## src/rtl/cbi_pkg.sv

```systemverilog
`timescale 1ns/1ps
package cbi_pkg;

  typedef enum logic [3:0] {
    ST_IDLE,
    ST_GEOM,
    ST_CTL_OFF,
    ST_BUSY,
    ST_ATTN,
    ST_CTL_ON,
    ST_WORD,
    ST_WAIT
  } issue_state_t;

  localparam logic [7:0] CTL_IRQ_OFF = 8'h00;
  localparam logic [7:0] CTL_IRQ_ON  = 8'h01;
  localparam logic [4:0] ATT_CMD_REQ = 5'h01;
  localparam logic [4:0] OP_READ     = 5'd1;
  localparam logic [4:0] OP_WRITE    = 5'd2;
  localparam logic [5:0] OPT_RW      = 6'd2;
  localparam logic [1:0] TYPE_LONG   = 2'b01;
  localparam int         CYL_W       = 10;
  localparam int         HEAD_W      = 6;
  localparam int         SECT_W      = 5;
  localparam int         NWORDS      = 4;

endpackage

```

## src/rtl/cbi_divider.sv

```systemverilog
`timescale 1ns/1ps
module cbi_divider #(
  parameter int N = 24,
  parameter int D = 6
) (
  input  logic         clk,
  input  logic         rst_n,
  input  logic         start_i,
  input  logic [N-1:0] dividend_i,
  input  logic [D-1:0] divisor_i,
  output logic         busy_o,
  output logic         done_o,
  output logic [N-1:0] quot_o,
  output logic [D-1:0] rem_o
);
  localparam int CNT_W = $clog2(N + 1);

  logic [N-1:0] q_r;
  logic [D-1:0] r_r;
  logic [D-1:0] d_r;
  logic [CNT_W-1:0] cnt_r;
  logic [D:0] trial, diff;
  logic ge;

  assign trial = {r_r, q_r[N-1]};
  assign ge    = trial >= {1'b0, d_r};
  assign diff  = trial - {1'b0, d_r};

  always_ff @(posedge clk or negedge rst_n) begin
    if (!rst_n) begin
      q_r    <= '0;
      r_r    <= '0;
      d_r    <= '0;
      cnt_r  <= '0;
      busy_o <= 1'b0;
      done_o <= 1'b0;
    end else begin
      done_o <= 1'b0;
      if (start_i) begin
        q_r    <= dividend_i;
        r_r    <= '0;
        d_r    <= divisor_i;
        cnt_r  <= CNT_W'(N);
        busy_o <= 1'b1;
      end else if (busy_o) begin
        q_r   <= {q_r[N-2:0], ge};
        r_r   <= ge ? diff[D-1:0] : trial[D-1:0];
        cnt_r <= cnt_r - 1'b1;
        if (cnt_r == CNT_W'(1)) begin
          busy_o <= 1'b0;
          done_o <= 1'b1;
        end
      end
    end
  end

  assign quot_o = q_r;
  assign rem_o  = r_r;


  start_when_idle_chk: assert property (@(posedge clk) disable iff (!rst_n)
    start_i |-> !busy_o);

endmodule

```

## src/rtl/cbi_chs.sv

```systemverilog
`timescale 1ns/1ps
module cbi_chs
  import cbi_pkg::*;
#(
  parameter int LBA_W = 24,
  parameter int GEO_W = 6
) (
  input  logic              clk,
  input  logic              rst_n,
  input  logic              start_i,
  input  logic [LBA_W-1:0]  lba_i,
  input  logic [GEO_W-1:0]  spt_i,
  input  logic [GEO_W-1:0]  heads_i,
  output logic              done_o,
  output logic [CYL_W-1:0]  cyl_o,
  output logic [HEAD_W-1:0] head_o,
  output logic [SECT_W-1:0] sect_o
);
  typedef enum logic [1:0] {PH_IDLE, PH_TRACK, PH_CYL} phase_t;

  phase_t             phase;
  logic [GEO_W-1:0]   heads_r;
  logic               div_start, div_busy, div_done;
  logic [LBA_W-1:0]   div_a, div_q;
  logic [GEO_W-1:0]   div_b, div_r;

  always_comb begin
    div_start = 1'b0;
    div_a     = lba_i;
    div_b     = spt_i;
    if (start_i) begin
      div_start = 1'b1;
    end else if (phase == PH_TRACK && div_done) begin
      div_start = 1'b1;
      div_a     = div_q;
      div_b     = heads_r;
    end
  end

  cbi_divider #(.N(LBA_W), .D(GEO_W)) u_div (
    .clk       (clk),
    .rst_n     (rst_n),
    .start_i   (div_start),
    .dividend_i(div_a),
    .divisor_i (div_b),
    .busy_o    (div_busy),
    .done_o    (div_done),
    .quot_o    (div_q),
    .rem_o     (div_r)
  );

  always_ff @(posedge clk or negedge rst_n) begin
    if (!rst_n) begin
      phase   <= PH_IDLE;
      heads_r <= '0;
      cyl_o   <= '0;
      head_o  <= '0;
      sect_o  <= '0;
      done_o  <= 1'b0;
    end else begin
      done_o <= 1'b0;
      case (phase)
        PH_IDLE: if (start_i) begin
          heads_r <= heads_i;
          phase   <= PH_TRACK;
        end
        PH_TRACK: if (div_done) begin
          sect_o <= div_r[SECT_W-1:0];
          phase  <= PH_CYL;
        end
        PH_CYL: if (div_done) begin
          head_o <= div_r;
          cyl_o  <= div_q[CYL_W-1:0];
          done_o <= 1'b1;
          phase  <= PH_IDLE;
        end
        default: phase <= PH_IDLE;
      endcase
    end
  end


  no_restart_chk: assert property (@(posedge clk) disable iff (!rst_n)
    (start_i && !div_busy) |=> div_busy);

endmodule

```

## src/rtl/cbi_words.sv

```systemverilog
`timescale 1ns/1ps
module cbi_words
  import cbi_pkg::*;
(
  input  logic [1:0]        idx_i,
  input  logic [2:0]        dev_i,
  input  logic              write_i,
  input  logic [15:0]       blocks_i,
  input  logic [CYL_W-1:0]  cyl_i,
  input  logic [HEAD_W-1:0] head_i,
  input  logic [SECT_W-1:0] sect_i,
  output logic [15:0]       word_o
);
  logic [4:0] op;
  assign op = write_i ? OP_WRITE : OP_READ;

  always_comb begin
    case (idx_i)
      2'd0:    word_o = {TYPE_LONG, OPT_RW, dev_i, op};
      2'd1:    word_o = blocks_i;
      2'd2:    word_o = {cyl_i[4:0], head_i, sect_i};
      default: word_o = {11'd0, cyl_i[9:5]};
    endcase
  end

endmodule

```

## src/rtl/disk_cmd_issuer.sv

```systemverilog
`timescale 1ns/1ps
module disk_cmd_issuer
  import cbi_pkg::*;
#(
  parameter int LBA_W    = 24,
  parameter int BYTES_W  = 25,
  parameter int GEO_W    = 6,
  parameter int POLL_MAX = 10000
) (
  input  logic               clk,
  input  logic               rst_n,
  input  logic               req_valid,
  output logic               req_ready,
  input  logic [LBA_W-1:0]   req_lba,
  input  logic [BYTES_W-1:0] req_bytes,
  input  logic [2:0]         req_dev,
  input  logic               req_write,
  input  logic               req_after_reset,
  input  logic [GEO_W-1:0]   cfg_spt,
  input  logic [GEO_W-1:0]   cfg_heads,
  output logic               ctl_we,
  output logic [7:0]         ctl_data,
  output logic               att_we,
  output logic [7:0]         att_data,
  output logic               cmd_we,
  output logic [15:0]        cmd_data,
  input  logic               stat_busy,
  input  logic               stat_cmd_full,
  output logic               done,
  output logic               err_io,
  output logic               err_slow
);
  localparam int POLL_W = $clog2(POLL_MAX + 1);
  localparam logic [1:0] LAST_IDX = 2'(NWORDS - 1);

  issue_state_t      state;
  logic [2:0]        dev_q;
  logic              wr_q, aft_q;
  logic [15:0]       blk_q;
  logic [1:0]        word_idx;
  logic [POLL_W-1:0] poll_cnt;
  logic              poll_last;
  logic              accept;
  logic              geo_done;
  logic [CYL_W-1:0]  cyl;
  logic [HEAD_W-1:0] head;
  logic [SECT_W-1:0] sect;

  assign req_ready = (state == ST_IDLE);
  assign accept    = req_valid && req_ready;
  assign poll_last = (poll_cnt == POLL_W'(POLL_MAX - 1));

  cbi_chs #(.LBA_W(LBA_W), .GEO_W(GEO_W)) u_chs (
    .clk    (clk),
    .rst_n  (rst_n),
    .start_i(accept),
    .lba_i  (req_lba),
    .spt_i  (cfg_spt),
    .heads_i(cfg_heads),
    .done_o (geo_done),
    .cyl_o  (cyl),
    .head_o (head),
    .sect_o (sect)
  );

  cbi_words u_words (
    .idx_i   (word_idx),
    .dev_i   (dev_q),
    .write_i (wr_q),
    .blocks_i(blk_q),
    .cyl_i   (cyl),
    .head_i  (head),
    .sect_i  (sect),
    .word_o  (cmd_data)
  );

  always_ff @(posedge clk or negedge rst_n) begin
    if (!rst_n) begin
      state    <= ST_IDLE;
      dev_q    <= '0;
      wr_q     <= 1'b0;
      aft_q    <= 1'b0;
      blk_q    <= '0;
      word_idx <= '0;
      poll_cnt <= '0;
      done     <= 1'b0;
      err_io   <= 1'b0;
      err_slow <= 1'b0;
    end else begin
      done     <= 1'b0;
      err_io   <= 1'b0;
      err_slow <= 1'b0;
      case (state)
        ST_IDLE: if (accept) begin
          dev_q <= req_dev;
          wr_q  <= req_write;
          aft_q <= req_after_reset;
          blk_q <= 16'(req_bytes >> 9);
          state <= ST_GEOM;
        end
        ST_GEOM: if (geo_done) state <= ST_CTL_OFF;
        ST_CTL_OFF: begin
          poll_cnt <= '0;
          state    <= aft_q ? ST_ATTN : ST_BUSY;
        end
        ST_BUSY: begin
          if (!stat_busy) begin
            state <= ST_ATTN;
          end else if (poll_last) begin
            err_io <= 1'b1;
            state  <= ST_IDLE;
          end else begin
            poll_cnt <= poll_cnt + 1'b1;
          end
        end
        ST_ATTN: state <= ST_CTL_ON;
        ST_CTL_ON: begin
          word_idx <= '0;
          state    <= ST_WORD;
        end
        ST_WORD: begin
          poll_cnt <= '0;
          state    <= ST_WAIT;
        end
        ST_WAIT: begin
          if (!stat_cmd_full) begin
            if (word_idx == LAST_IDX) begin
              done  <= 1'b1;
              state <= ST_IDLE;
            end else begin
              word_idx <= word_idx + 1'b1;
              state    <= ST_WORD;
            end
          end else if (poll_last) begin
            err_slow <= 1'b1;
            state    <= ST_IDLE;
          end else begin
            poll_cnt <= poll_cnt + 1'b1;
          end
        end
        default: state <= ST_IDLE;
      endcase
    end
  end

  assign ctl_we   = (state == ST_CTL_OFF) || (state == ST_CTL_ON);
  assign ctl_data = (state == ST_CTL_ON) ? CTL_IRQ_ON : CTL_IRQ_OFF;
  assign att_we   = (state == ST_ATTN);
  assign att_data = {dev_q, ATT_CMD_REQ};
  assign cmd_we   = (state == ST_WORD);


  hold_off_chk: assert property (@(posedge clk) disable iff (!rst_n)
    accept |=> !req_ready);


  attn_then_enable_chk: assert property (@(posedge clk) disable iff (!rst_n)
    att_we |=> (ctl_we && ctl_data == CTL_IRQ_ON));


  first_word_after_enable_chk: assert property (@(posedge clk) disable iff (!rst_n)
    (cmd_we && word_idx == 2'd0) |-> ($past(ctl_we) && $past(ctl_data) == CTL_IRQ_ON));


  word0_type_chk: assert property (@(posedge clk) disable iff (!rst_n)
    (cmd_we && word_idx == 2'd0) |-> (cmd_data[15:14] == TYPE_LONG));


  word_spacing_chk: assert property (@(posedge clk) disable iff (!rst_n)
    cmd_we |=> !cmd_we);


  poll_bound_chk: assert property (@(posedge clk) disable iff (!rst_n)
    poll_cnt <= POLL_W'(POLL_MAX - 1));


  single_outcome_chk: assert property (@(posedge clk) disable iff (!rst_n)
    $onehot0({done, err_io, err_slow}));

endmodule

```

## config.mk

```make
export PLATFORM = sky130hd
export DESIGN_NAME = disk_cmd_issuer
export DESIGN_NICKNAME = d
export VERILOG_FILES = /design/src/rtl/cbi_pkg.sv /design/src/rtl/cbi_divider.sv /design/src/rtl/cbi_chs.sv /design/src/rtl/cbi_words.sv /design/src/rtl/disk_cmd_issuer.sv
export SDC_FILE = /design/constraint.sdc
export NUM_CORES = 1
export LEC_CHECK = 0
export CAP_MARGIN = 30
export CELL_PAD_IN_SITES_DETAIL_PLACEMENT = 0
export CELL_PAD_IN_SITES_GLOBAL_PLACEMENT = 1
export CORE_MARGIN = 8
export CORE_UTILIZATION = 40
export DETAILED_ROUTE_END_ITERATION = 8
export HOLD_SLACK_MARGIN = 0.06
export PLACE_DENSITY = 0.85
export RECOVER_POWER = 25
export SETUP_SLACK_MARGIN = 0.4
export SLEW_MARGIN = 20
export SYNTH_ARGS = -nofsm -noshare
export SYNTH_HDL_FRONTEND = slang
export SYNTH_SLANG_ARGS = --single-unit
```

## constraint.sdc

```tcl
create_clock -name clk -period 2.5 [get_ports clk]
set_clock_uncertainty 0.15 [all_clocks]
set_input_delay 0.5 -clock clk [delete_from_list [all_inputs] [get_ports clk]]
set_output_delay 0.5 -clock clk [all_outputs]
set_load 0.05 [all_outputs]
```

# Word level (Yosys, flattened, before mapping)
# Index checks and enable logic that the tools add are counted.
# totals
word_cells	121
inputBits	71
output_inout_bits	39
ff_bits	117
# op_classes
muxes	51
order_cmp	1
n_eq_ne	24
reduce_logical	19
n_addsub	4
# op_table
op	n
2-to-1 mux 24 bit	4
case mux 16 bit (3 select lines)	1
2-to-1 mux 14 bit	3
case mux 14 bit (3 select lines)	1
case mux 4 bit (8 select lines)	1
2-to-1 mux 6 bit	5
2-to-1 mux 4 bit	5
2-to-1 mux 1 bit	19
== test 4 x 3 -> 1 bit, second input constant	4
adder 14 x 1 -> 14 bit, second input constant	1
== test 14 bit, second input constant	1
!= test 2 bit, second input constant	7
2-to-1 mux 2 bit	6
AND reduction 2 bit	6
2-to-1 mux 5 bit	2
AND reduction 3 bit	3
== test 4 x 2 -> 1 bit, second input constant	2
greater-or-equal comparator 7 x 6 -> 1 bit	1
== test 2 bit, second input constant	3
2-to-1 mux 3 bit	2
case mux 2 bit (3 select lines)	1
subtractor 6 bit	1
== test 5 x 1 -> 1 bit, second input constant	1
subtractor 5 x 1 -> 5 bit, second input constant	1
13 further kinds	18

# Depth between registers and ports, before layout
# Gate-level depths: netlist of the first run.
# depth
word_depth	6
mapped_depth	8
mapped_depth_nobuf	8

# Cells and area by module
# Synthesis of the first run repeated with hierarchy kept, for this count alone.
# unflattened
cells_unflattened	568
hier_area_um2	6467.5
# by_module_without_submodules
module	seq_area_each_um2	area_per_inst_um2	n_inst	cells_each
disk_cmd_issuer	1101.1	2284.7	1	215
cbi_divider	1076.0	2205.9	1	218
cbi_chs	750.7	1669.1	1	102
cbi_words	0.0	307.8	1	33

# Worst setup path before layout of the first run
# No wires, ideal clock.
# synth_path
kind	register to output
start	register state[0]
end	output port att_we
setup_slack_ps	-649
required_ps	1850
t_arrival_ps	2499
path_buffers	2
stages_incl_launch_ff	4
cell_sequence	dfrtp_1 buf_2 clkbuf_1 nor4b_1
# synth_via
elab_chain_cells	1
# synth_rtl
element	line_no	text
start: declaration	disk_cmd_issuer.sv:36	issue_state_t state;
start signal: assignment	disk_cmd_issuer.sv:104	state <= aft_q ? ST_ATTN : ST_BUSY;
== test 4 x 3 -> 1 bit	disk_cmd_issuer.sv:148	assign att_we = (state == ST_ATTN);
end: declaration	disk_cmd_issuer.sv:23	output logic att_we,
# Every way passes these cells.

# Worst setup path in the final report of the first run
# layout_path
start	register word_idx[0]
end	output port cmd_data[6]
# layout_via
elab_chain_cells	2
word_cells_on_any_way	4
cone_classes	eq/ne (2); mux (1); reduce/logical (1)
# layout_rtl
element	line_no	text
start: declaration	disk_cmd_issuer.sv:40	logic [1:0] word_idx;
start signal: assignment	disk_cmd_issuer.sv:131	word_idx <= word_idx + 1'b1;
== test 2 bit (tied with other cells)	cbi_words.sv:18	case (idx_i)
case mux 16 bit (3 select lines) *	cbi_words.sv:18	
end: declaration	disk_cmd_issuer.sv:26	output logic [15:0] cmd_data,
# Mark *: on every way between the ends. The rest lies on a longest branch, timed or not.

==> metrics.md, run 1 <==
| Metric | Value |
|---|---|
| Failing checks | `negative setup slack` |
| Power density normalized to cell area | `958 nW/um^2` |
| Transition time at the pin with the least slew margin | `1000 ps` |
| Top_reg_cell synth | `dfrtp_1` |
| Data required time of the worst path | `1850 ps` |
| Clk slew on worst S/H paths | `60 ps` |
| Fraction of final layout cells with drive strength greater than 1 | `31.5%` |
| Kind of start point of the critical path | `flop` |
| Number of max-cap violations | `0` |
| Commonest cells in the synthesized netlist | `dfrtp_1, nand2_1, nor2_1` |
| Remaining DRCs | `0` |
| VDD IR-drop max | `0.645 mV` |
| Count of synthesis-stage warnings from yosys | `0` |
| Pin count of the biggest net entering global routing | `50` |
| Count of H-tree levels built during CTS | `4` |
| Relative area change from synthesis to final layout | `47.1%` |
| Pleak | `3.88 nW` |
| Slew margin rel. | `33.2%` |
| Final setup violation count | `10` |
| Leftover overflow at the end of global routing | `0` |
| Cell with the most instances after synthesis | `dfrtp_1` |
| Worst hold-check path type | `flop to flop` |
| Routed wirelength normalized by instance count | `17.8 um` |
| Row count | `44` |
| Via count of the first global-routing pass | `4943` |
| Clock network latency to the later pin of the worst-skew pair | `410 ps` |
| Chip Width | `138 um` |
| #FFs+latches synth | `117` |
| Power after layout | `8.37 mW` |
| Final number of hold-violating endpoints | `0` |
| Overall routed net length | `16600 um` |
| Vertical extent of the die | `138 um` |
| Cell type with the highest aggregate area in the netlist | `dfrtp_1` |
| Routed wl met2 | `8570 um` |
| Post-Place Setup Slack | `84.6 ps` |
| Layout net count | `819` |
| Max Fanout on Critical Path | `7` |
| Async set or reset register ratio after synthesis | `100%` |
| Remaining number of nets flagged by the antenna check after routing | `0` |
| Kind of critical path | `flop to primary output` |
| Core area | `14500 sq um` |
| Top metal layer carrying routed signals | `met4` |
| Via density per instance | `5.24` |
| PnR worst setup slack | `-61.4 ps` |
| Port-buffer cells | `88` |
| Post-synth design cell area | `5940 sq um` |
| Post-layout minimum cycle time | `2560 ps` |
| CTS Buffer Depth | `2` |
| CP endpoint kind | `primary output` |
| Post-synth EDFFs | `0` |
| TritonCTS clock tree | `yes` |
| CTS root buffer | `clkbuf_16` |
| Post-detailed-placement half-perimeter wirelength | `10400 um` |
| Yosys cell types | `58` |
| Signal arrival time at the worst endpoint | `1910 ps` |
| Setup repair after global routing missed its margin | `yes` |
| Num CTS Buffers | `17` |
| Proportion of synthesized chip area in sequential cells | `49.3%` |
| I/O pin count | `110` |
| Clock net sink count | `117` |
| Iter 0 DRT Violations | `339` |
| Initial core utilization | `40.9%` |
| Combined global-route utilization of all metal layers | `16.8%` |
| First-pass GRT wire length | `24900 um` |
| Max Clk Rate | `390 MHz` |
| Routed met3 length | `787 um` |
| Total vias in the final route | `4874` |
| DRT met1 WL | `6930 um` |
| TNS Setup | `-233 ps` |
| Result of the run | `complete, but fails checks` |
| Placed Area | `7450 sq um` |
| Number of antenna diodes | `0` |
| Initial antenna violation count | `0` |
| Die area | `19000 sq um` |
| Iteration count of the initial detailed-routing pass | `5` |
| Synthesized netlist cell count | `587` |
| Share of the synthesized area in the top cell type | `49.3%` |
| Routability congestion estimate from global placement | `0.785` |
| Mean area per synthesized cell | `10.1 sq um` |
| Max Transition Viols Final | `0` |
| Synth area leaders | `dfrtp_1, mux2_2, nand2_1, mux2i_1, o21ai_0` |
| Post-route design area | `8730 sq um` |
| Final Cycle Share | `102%` |
[cell usage in the layout, fill, tap and decap left out, types with 5 or more instances in the layout]
cell type / synthesis / routed
buf_12: 0 / 28
nand3_1: 9 / 9
mux2_2: 37 / 37
nor2_1: 48 / 34
clkdlybuf4s50_1: 0 / 60
inv_1: 21 / 19
inv_6: 0 / 5
dfrtp_1: 117 / 109
dlygate4sd2_1: 0 / 6
buf_4: 13 / 42
a222oi_1: 5 / 5
a22oi_2: 0 / 8
o21ai_0: 42 / 37
ha_4: 0 / 5
xnor2_1: 11 / 11
conb_1: 2 / 13
ha_1: 13 / 5
clkbuf_16: 0 / 17
mux2i_1: 29 / 27
dfrtp_2: 0 / 8
a21oi_1: 32 / 27
nor2_4: 0 / 12
nand2_1: 92 / 91
buf_6: 3 / 14
[critical path: stages (launching register included)]
cell      delay [ps]
dfrtp_2          410
inv_2             70
ha_4             200
buf_6            140
a222oi_1         470
nor2_4            60
buf_12           160
[registers in the layout, indices dropped and copies added, names as in the netlist, 5 cells and up]
name,count
blk_q,16
poll_cnt,14
u_chs.cyl_o,10
u_chs.head_o,6
u_chs.heads_r,6
u_chs.sect_o,5
u_chs.u_div.cnt_r,5
u_chs.u_div.d_r,6
u_chs.u_div.quot_o,24
u_chs.u_div.rem_o,6
[where the power goes]
part | internal [mW] | switching [mW] | total (mW) | leakage (nW)
Clock | 1.43 | 0.917 | 2.35 | 0.277
Combinational | 1.53 | 1.55 | 3.08 | 2.15
Sequential | 2.46 | 0.481 | 2.94 | 1.45
Total | 5.42 | 2.95 | 8.37 | 3.88
[per-stage QoR]
stage                     hold WS, ps  std cells  utilization, %
after floorplan                  54.4        598               -
after global placement            313        848            51.3
after detailed placement          315        848            51.3
after CTS                         332        906            57.9
after global routing              361        931            60.1
final                             332        931            60.1
[routing by layer]
metal	track usage [%]	vias up
met5	0	-
met4	5.31	0
met3	4.28	28
met2	29.0	136
met1	20.2	2383
li1	-	2327
[path summary, 6_finish.rpt]
kind,startpoint,end,slack [ps],depth (start not counted)
min reg2reg,u_chs.u_div.quot_o[10],u_chs.u_div.quot_o[10],330,2
min,u_chs.u_div.quot_o[10],u_chs.u_div.quot_o[10],330,2
max,word_idx[0],cmd_data[6],-60,6
max reg2reg,u_chs.phase[0],u_chs.cyl_o[6],300,5
min in group asynchronous,rst_n,blk_q[13],630,2
max in group asynchronous,rst_n,u_chs.u_div.rem_o[1],410,3
[area by class of cell]
cell class              instances  area [sq um]
inverters                      22          85.1
clock inverters                13           120
flip-flops and latches        117          2940
repair buffers                160          1770
clock buffers                  19           453
fillers                      1190          5800
well taps                     184           230
multi-input cells             416          3130
[kinds of logic after synthesis]
logic type                 Yosys count  synth area share (%)
muxes                               66                  11.9
buffers and inverters               65                  5.43
AOI/OAI and AO/OA                  122                  13.7
DFF                                117                  49.3
xor gates and xnor gates            14                  2.06
other                                2                 0.126
adders and majority gates           14                  3.08
and+or+nand+nor                    187                  14.4
[repair_timing]
| item | 4_1_cts | 5_1_grt |
|---|---|---|
| gates resized for setup | 44 | 43 |
| pin swaps | 13 | 22 |
| endpoints found under the setup margin | 35 | 45 |
| buffers inserted | 25 | 25 |
| endpoints found under the hold margin | 32 | 0 |
| gates cloned | 0 | 0 |
| hold buffers | 1 | 0 |
Note: power is estimated with default switching activity, not from simulation.
==> run 2, diff against run 1 <==
==> constraint.sdc (replaced) <==
create_clock -name clk -period 2.8 [get_ports clk]
set_clock_uncertainty 0.15 [all_clocks]
set_input_delay 0.56 -clock clk [delete_from_list [all_inputs] [get_ports clk]]
set_output_delay 0.56 -clock clk [all_outputs]
set_load 0.05 [all_outputs]
==> run 2 against run 1 <==
  * The flow now finishes without violations
  * Via count fell by 3.5%
  * Design area fell by 6.5%
  * First-iteration DRC count shrank 26%
  * Core utilization is 3.9 points lower
  * Critical path depth unchanged
==> metrics.md, run 2 (synthesized netlist as in run 1, its figures left out) <==
| Metric | Value |
|---|---|
| Clock net sink count | `117 (unchanged)` |
| Overall routed net length | `15100 um (was 16600 um)` |
| Post-detailed-placement half-perimeter wirelength | `10400 um (about the same)` |
| Max Clk Rate | `390 MHz` |
| Final Cycle Share | `91.6%` |
| TNS Setup | `0 ps (was -233 ps)` |
| Total vias in the final route | `4703 (was 4874)` |
| Remaining number of nets flagged by the antenna check after routing | `0 (unchanged)` |
| Via count of the first global-routing pass | `4899 (was 4943)` |
| CTS root buffer | `clkbuf_16 (unchanged)` |
| Area occupied by registers | `2940 sq um (about the same)` |
| Tightest hold margin | `333 ps (was 332 ps)` |
| Power density normalized to cell area | `886 nW/um^2 (was 958 nW/um^2)` |
| Die area | `19000 sq um (unchanged)` |
| Row count | `44 (unchanged)` |
| Combined global-route utilization of all metal layers | `16.4% (was 16.8%)` |
| Iteration count of the initial detailed-routing pass | `5 (unchanged)` |
| Chip Width | `138 um (unchanged)` |
| Number of antenna diodes | `0 (unchanged)` |
| Hold-critical path endpoint | `u_chs.u_div.quot_o[19] (was u_chs.u_div.quot_o[10])` |
| Slew margin rel. | `11.6% (was 33.2%)` |
| Post-layout minimum cycle time | `2570 ps` |
| Multi-input combinational cell area | `2930 sq um (was 3130 sq um)` |
| Data required time of the worst path | `2090 ps (was 1850 ps)` |
| Vertical extent of the die | `138 um (unchanged)` |
| Layout net count | `781 (was 819)` |
| Max FFs per register | `24 (unchanged)` |
| Via density per instance | `5.27 (was 5.24)` |
| CP endpoint kind | `primary output (unchanged)` |
| Clk slew on worst S/H paths | `60 ps (about the same)` |
| Num CTS Buffers | `17 (unchanged)` |
| Leftover overflow at the end of global routing | `0 (unchanged)` |
| Pin count of the biggest net entering global routing | `47 (was 50)` |
| Max Fanout on Critical Path | `8 (was 7)` |
| Launch instance of the worst min-delay path | `u_chs.u_div.quot_o[19] (was u_chs.u_div.quot_o[10])` |
| Initial antenna violation count | `0 (unchanged)` |
| Result of the run | `complete, no violations (was complete, but fails checks)` |
| Clock network latency to the later pin of the worst-skew pair | `420 ps (was 410 ps)` |
| Most used cells in the layout excluding fill and tap cells | `dfrtp_1, nand2_1, clkdlybuf4s50_1, o21ai_0, mux2_2 (was dfrtp_1, nand2_1, clkdlybuf4s50_1, buf_4)` |
| Worst Hold Depth | `2 (unchanged)` |
| Kind of critical path | `flop to primary output (unchanged)` |
| I/O pin count | `110 (unchanged)` |
| Core area | `14500 sq um (unchanged)` |
| Transition time at the pin with the least slew margin | `1330 ps (was 1000 ps)` |
| Pleak | `3.63 nW (was 3.88 nW)` |
| Iter 0 DRT Violations | `250 (was 339)` |
| Remaining DRCs | `0 (unchanged)` |
| Port-buffer cells | `88 (unchanged)` |
| R2R Path End | `u_chs.cyl_o[6] (unchanged)` |
| Final number of hold-violating endpoints | `0 (unchanged)` |
| Initial core utilization | `40.9% (unchanged)` |
| Fraction of final layout cells with drive strength greater than 1 | `24.5% (was 31.5%)` |
| Setup repair after global routing missed its margin | `yes (unchanged)` |
| Relative area change from synthesis to final layout | `37.5% (was 47.1%)` |
| Power after layout | `7.23 mW (was 8.37 mW)` |
| Max Transition Viols Final | `0 (unchanged)` |
| Final setup violation count | `0 (was 10)` |
| Routed wirelength normalized by instance count | `16.9 um (was 17.8 um)` |
| TritonCTS clock tree | `yes (unchanged)` |
| Register-to-Register Setup Slack | `480 ps (was 300 ps)` |
| Routability congestion estimate from global placement | `0.806 (was 0.785)` |
| Worst hold-check path type | `flop to flop (unchanged)` |
| First-pass GRT wire length | `24300 um (was 24900 um)` |
| Number of max-cap violations | `0 (unchanged)` |
| Signal arrival time at the worst endpoint | `1860 ps (was 1910 ps)` |
| # fillers | `1269 (was 1190)` |
| Launch point of the worst reg-to-reg path | `u_chs.phase[0] (unchanged)` |
| Count of H-tree levels built during CTS | `4 (unchanged)` |
| Commonest non-fill, non-tap cell in the layout | `dfrtp_1 (unchanged)` |
| Kind of start point of the critical path | `flop (unchanged)` |
| Length in cells of the worst reg-to-reg path | `5 (unchanged)` |
| CTS Buffer Depth | `2 (unchanged)` |
| VDD IR-drop max | `0.491 mV (was 0.645 mV)` |
## run 2: changes by cell type in the layout (fill, tap and decap cells not counted), moves of 6 or more
| cell | delta |
|---|---|
| nor2_4 | -8 |
| buf_4 | -17 |
| buf_6 | -11 |
| clkdlybuf4s50_1 | +6 |
| nor2_2 | +6 |
| dlygate4sd2_1 | -6 |
## run 2: layout make-up
class                   count  area share [%]
clock buffers              17            5.21
inverters                  22            1.07
well taps                 184            2.82
flip-flops and latches    117            35.9
repair buffers            122            17.1
multi-input cells         416            35.9
clock inverters            15            1.96
## run 2: power breakdown
part           switching, mW  internal, mW
sequential             0.412          2.20
combinational           1.29          1.19
clock                  0.880          1.26
## run 2: worst max-delay path by stage
stage,from,end,cells past startpoint
finish,word_idx[1],cmd_data[7],6
global route,word_idx[1],cmd_data[7],6
CTS,word_idx[0],cmd_data[1],5
detailed placement,stat_busy,poll_cnt[13],6
global placement,stat_busy,poll_cnt[13],6
floorplan,word_idx[0],cmd_data[0],3
## run 2: what timing repair did
action | CTS | global route
hold endpoints to repair | 20 | 0
gates cloned | 0 | 0
resized for setup | 38 | 7
setup buffers | 13 | 3
setup endpoints to repair | 20 | 20
pin swaps | 8 | 11
hold buffers | 1 | 0
## run 2: critical path: stages, from the launching register on
cell      delay (ps)
dfrtp_2          450
inv_4             70
ha_4             180
buf_12           140
a222oi_1         330
nor2_2           100
buf_12           160
## run 2: per-layer routing
layer / track usage, % / wire length (um) / up-vias
li1: - / - / 2264
met1: 19.0 / 6330 / 2303
met2: 28.6 / 7840 / 120
met3: 3.84 / 732 / 16
met4: 6.45 / 227 / 0
met5: 0 / 0 / -
## run 2: through the flow
step	cells	area, sq um	util, %	worst slack [ps]
final	893	8170	56.2	235
after global routing	893	8170	56.2	167
after CTS	890	8120	55.9	237
after detailed placement	844	7240	49.8	239
after global placement	844	7240	49.8	271
after floorplan	598	6020	-	231
==> run 3, diff against run 2 <==
--- a/config.mk
+++ b/config.mk
@@ -8,12 +8,13 @@
 export CAP_MARGIN = 30
 export CELL_PAD_IN_SITES_DETAIL_PLACEMENT = 0
 export CELL_PAD_IN_SITES_GLOBAL_PLACEMENT = 1
+export CORE_ASPECT_RATIO = 2
 export CORE_MARGIN = 8
 export CORE_UTILIZATION = 40
 export DETAILED_ROUTE_END_ITERATION = 8
 export HOLD_SLACK_MARGIN = 0.06
-export PLACE_DENSITY = 0.85
-export RECOVER_POWER = 25
+export PLACE_DENSITY = 0.79
+export RECOVER_POWER = 50
 export SETUP_SLACK_MARGIN = 0.4
 export SLEW_MARGIN = 20
 export SYNTH_ARGS = -nofsm -noshare
==> run 3 against run 2 <==
  * Flip-flop and latch count stayed put
  * Die area rose by 1.2%
  * Core utilization up 0.13 points
  * Final cell count grew 2.4%
  * Largest cell class unchanged
  * Via count fell by 1.3%
  * Wire length down 3.1%
  * Register-to-register slack got worse by 80 ps
  * Global-route usage fell by 0.42 points
  * Critical endpoint is now cmd_data[5]
==> metrics.md, run 3 (synthesized netlist as in run 1, its figures left out) <==
| Metric | Value |
|---|---|
| Final Cycle Share | `94.4% (was 91.6%)` |
| Result of the run | `complete, no violations (unchanged)` |
| TritonCTS clock tree | `yes (unchanged)` |
| Most used cells in the layout excluding fill and tap cells | `dfrtp_1, nand2_1, clkdlybuf4s50_1, o21ai_0, mux2_2 (unchanged)` |
| Number of antenna diodes | `0 (unchanged)` |
| Reg power frac | `34.9% (was 36.1%)` |
| Post-layout minimum cycle time | `2640 ps (was 2570 ps)` |
| Die area | `19200 sq um (was 19000 sq um)` |
| Count of H-tree levels built during CTS | `4 (unchanged)` |
| Signal arrival time at the worst endpoint | `1930 ps (was 1860 ps)` |
| Net switching power | `2.51 mW (was 2.58 mW)` |
| Combined global-route utilization of all metal layers | `16.0% (was 16.4%)` |
| DRT met1 WL | `6200 um (was 6330 um)` |
| Max FFs per register | `24 (unchanged)` |
| Max Clk Rate | `378 MHz (was 390 MHz)` |
| Slew margin rel. | `10.2% (was 11.6%)` |
| Post-route design area | `8260 sq um (was 8170 sq um)` |
| Initial core utilization | `40.5% (was 40.9%)` |
| Via count of the first global-routing pass | `4719 (was 4899)` |
| Remaining DRCs | `0 (unchanged)` |
| Routed met3 length | `851 um (was 732 um)` |
| Post-detailed-placement half-perimeter wirelength | `10100 um (was 10400 um)` |
| Tightest hold margin | `288 ps (was 333 ps)` |
| Clk slew on worst S/H paths | `60 ps (about the same)` |
| Length in cells of the worst reg-to-reg path | `6 (was 5)` |
| Kind of start point of the critical path | `flop (unchanged)` |
| Core area | `14700 sq um (was 14500 sq um)` |
| Internal power | `4.96 mW (was 4.65 mW)` |
| Iteration count of the initial detailed-routing pass | `4 (was 5)` |
| CTS root buffer | `clkbuf_16 (unchanged)` |
| Max Fanout on Critical Path | `6 (was 8)` |
| Port-buffer cells | `88 (unchanged)` |
| Fraction of final layout cells with drive strength greater than 1 | `24.9% (was 24.5%)` |
| Transition time at the pin with the least slew margin | `1350 ps (was 1330 ps)` |
| Row count | `63 (was 44)` |
| CTS Buffer Depth | `2 (unchanged)` |
| Routability congestion estimate from global placement | `0.822 (was 0.806)` |
| I/O pin count | `110 (unchanged)` |
| Total vias in the final route | `4640 (was 4703)` |
| Data required time of the worst path | `2090 ps (about the same)` |
| Via density per instance | `5.08 (was 5.27)` |
| Comb pwr share | `33.7% (was 34.4%)` |
| Remaining number of nets flagged by the antenna check after routing | `0 (unchanged)` |
| Clock network latency to the later pin of the worst-skew pair | `410 ps (was 420 ps)` |
| Pleak | `3.69 nW (was 3.63 nW)` |
| PnR worst setup slack | `158 ps (was 235 ps)` |
| Worst hold-check path type | `input port to async pin (was flop to flop)` |
| Pin count of the biggest net entering global routing | `53 (was 47)` |
| Routed wl met2 | `7380 um (was 7840 um)` |
| Clock net sink count | `117 (unchanged)` |
| Number of max-cap violations | `0 (unchanged)` |
| Chip Width | `102 um (was 138 um)` |
| Setup repair after global routing missed its margin | `yes (unchanged)` |
| Top metal layer carrying routed signals | `met4 (unchanged)` |
| Iter 0 DRT Violations | `192 (was 250)` |
| Layout net count | `791 (was 781)` |
| Clock group share of total power | `31.3% (was 29.6%)` |
| VDD IR-drop max | `0.539 mV (was 0.491 mV)` |
| Initial antenna violation count | `0 (unchanged)` |
| Routed wirelength normalized by instance count | `16.0 um (was 16.9 um)` |
| Register-to-Register Setup Slack | `400 ps (was 480 ps)` |
| Final number of hold-violating endpoints | `0 (unchanged)` |
| CP endpoint kind | `primary output (unchanged)` |
| Final setup violation count | `0 (unchanged)` |
| First-pass GRT wire length | `24100 um (was 24300 um)` |
| Overall routed net length | `14700 um (was 15100 um)` |
| Max Transition Viols Final | `0 (unchanged)` |
| Placed Area | `7320 sq um (was 7240 sq um)` |
| Kind of critical path | `flop to primary output (unchanged)` |
| TNS Setup | `0 ps (unchanged)` |
| Post-Place Setup Slack | `307 ps (was 239 ps)` |
| Leftover overflow at the end of global routing | `0 (unchanged)` |
| Vertical extent of the die | `188 um (was 138 um)` |
| Proportion of total power due to net switching | `33.6% (was 35.7%)` |
| Num CTS Buffers | `17 (unchanged)` |
| Relative area change from synthesis to final layout | `39.0% (was 37.5%)` |
| Commonest non-fill, non-tap cell in the layout | `dfrtp_1 (unchanged)` |
| Power density normalized to cell area | `906 nW/um^2 (was 886 nW/um^2)` |
[run 3: area by class of cell]
class	instances	area, sq um
timing repair buffer	132	1430
sequential	117	2930
clock inverter	14	198
tap	195	244
inverter	22	87.6
clock buffer	18	439
multi-input combinational	416	2930
fill	1275	6400
[run 3: final timing paths]
kind                                start        endpoint
setup / recovery              word_idx[0]     cmd_data[5]
hold / removal                      rst_n    poll_cnt[10]
setup reg to reg              poll_cnt[0]    poll_cnt[13]
hold reg to reg            u_chs.cyl_o[5]  u_chs.cyl_o[5]
max in group asynchronous           rst_n        blk_q[2]
min in group clk           u_chs.cyl_o[5]  u_chs.cyl_o[5]
[run 3: per-layer routing]
| metal | GRT usage, % | vias to the layer above |
|---|---|---|
| li1 | - | 2273 |
| met1 | 19.8 | 2220 |
| met2 | 25.7 | 131 |
| met3 | 3.73 | 16 |
| met4 | 6.20 | 0 |
| met5 | 0 | - |
[run 3: repair_timing]
item	4_1_cts	5_1_grt
pin swaps	11	10
hold buffers	0	0
cloned	0	0
gates resized for setup	36	10
setup buffers	12	7
endpoints found under the hold margin	0	0
setup endpoints to repair	19	19
[run 3: critical path: stages, from the launching register on]
cell and delay [ps]:
dfrtp_2 430, inv_4 70, ha_4 190, buf_6 130, a222oi_1 430, nor2_2 100, buf_12 170
[run 3: power groups by stage]
stage	logic (mW)	registers [mW]	clock network (mW)
2_1_floorplan	1.65	2.51	0
3_3_place_gp	2.31	2.60	0
3_5_place_dp	2.37	2.62	0
4_1_cts	2.50	2.60	2.39
5_1_grt	2.80	2.69	2.45
6_report	2.52	2.61	2.34
[run 3: through the flow]
stage               util (%)  std cells  power, mW
finish                  56.3        914       7.48
global route            56.3        914       7.94
global placement        49.9        863       4.91
floorplan                  -        598       4.16
CTS                     56.0        907       7.49
detailed placement      49.9        863       4.98
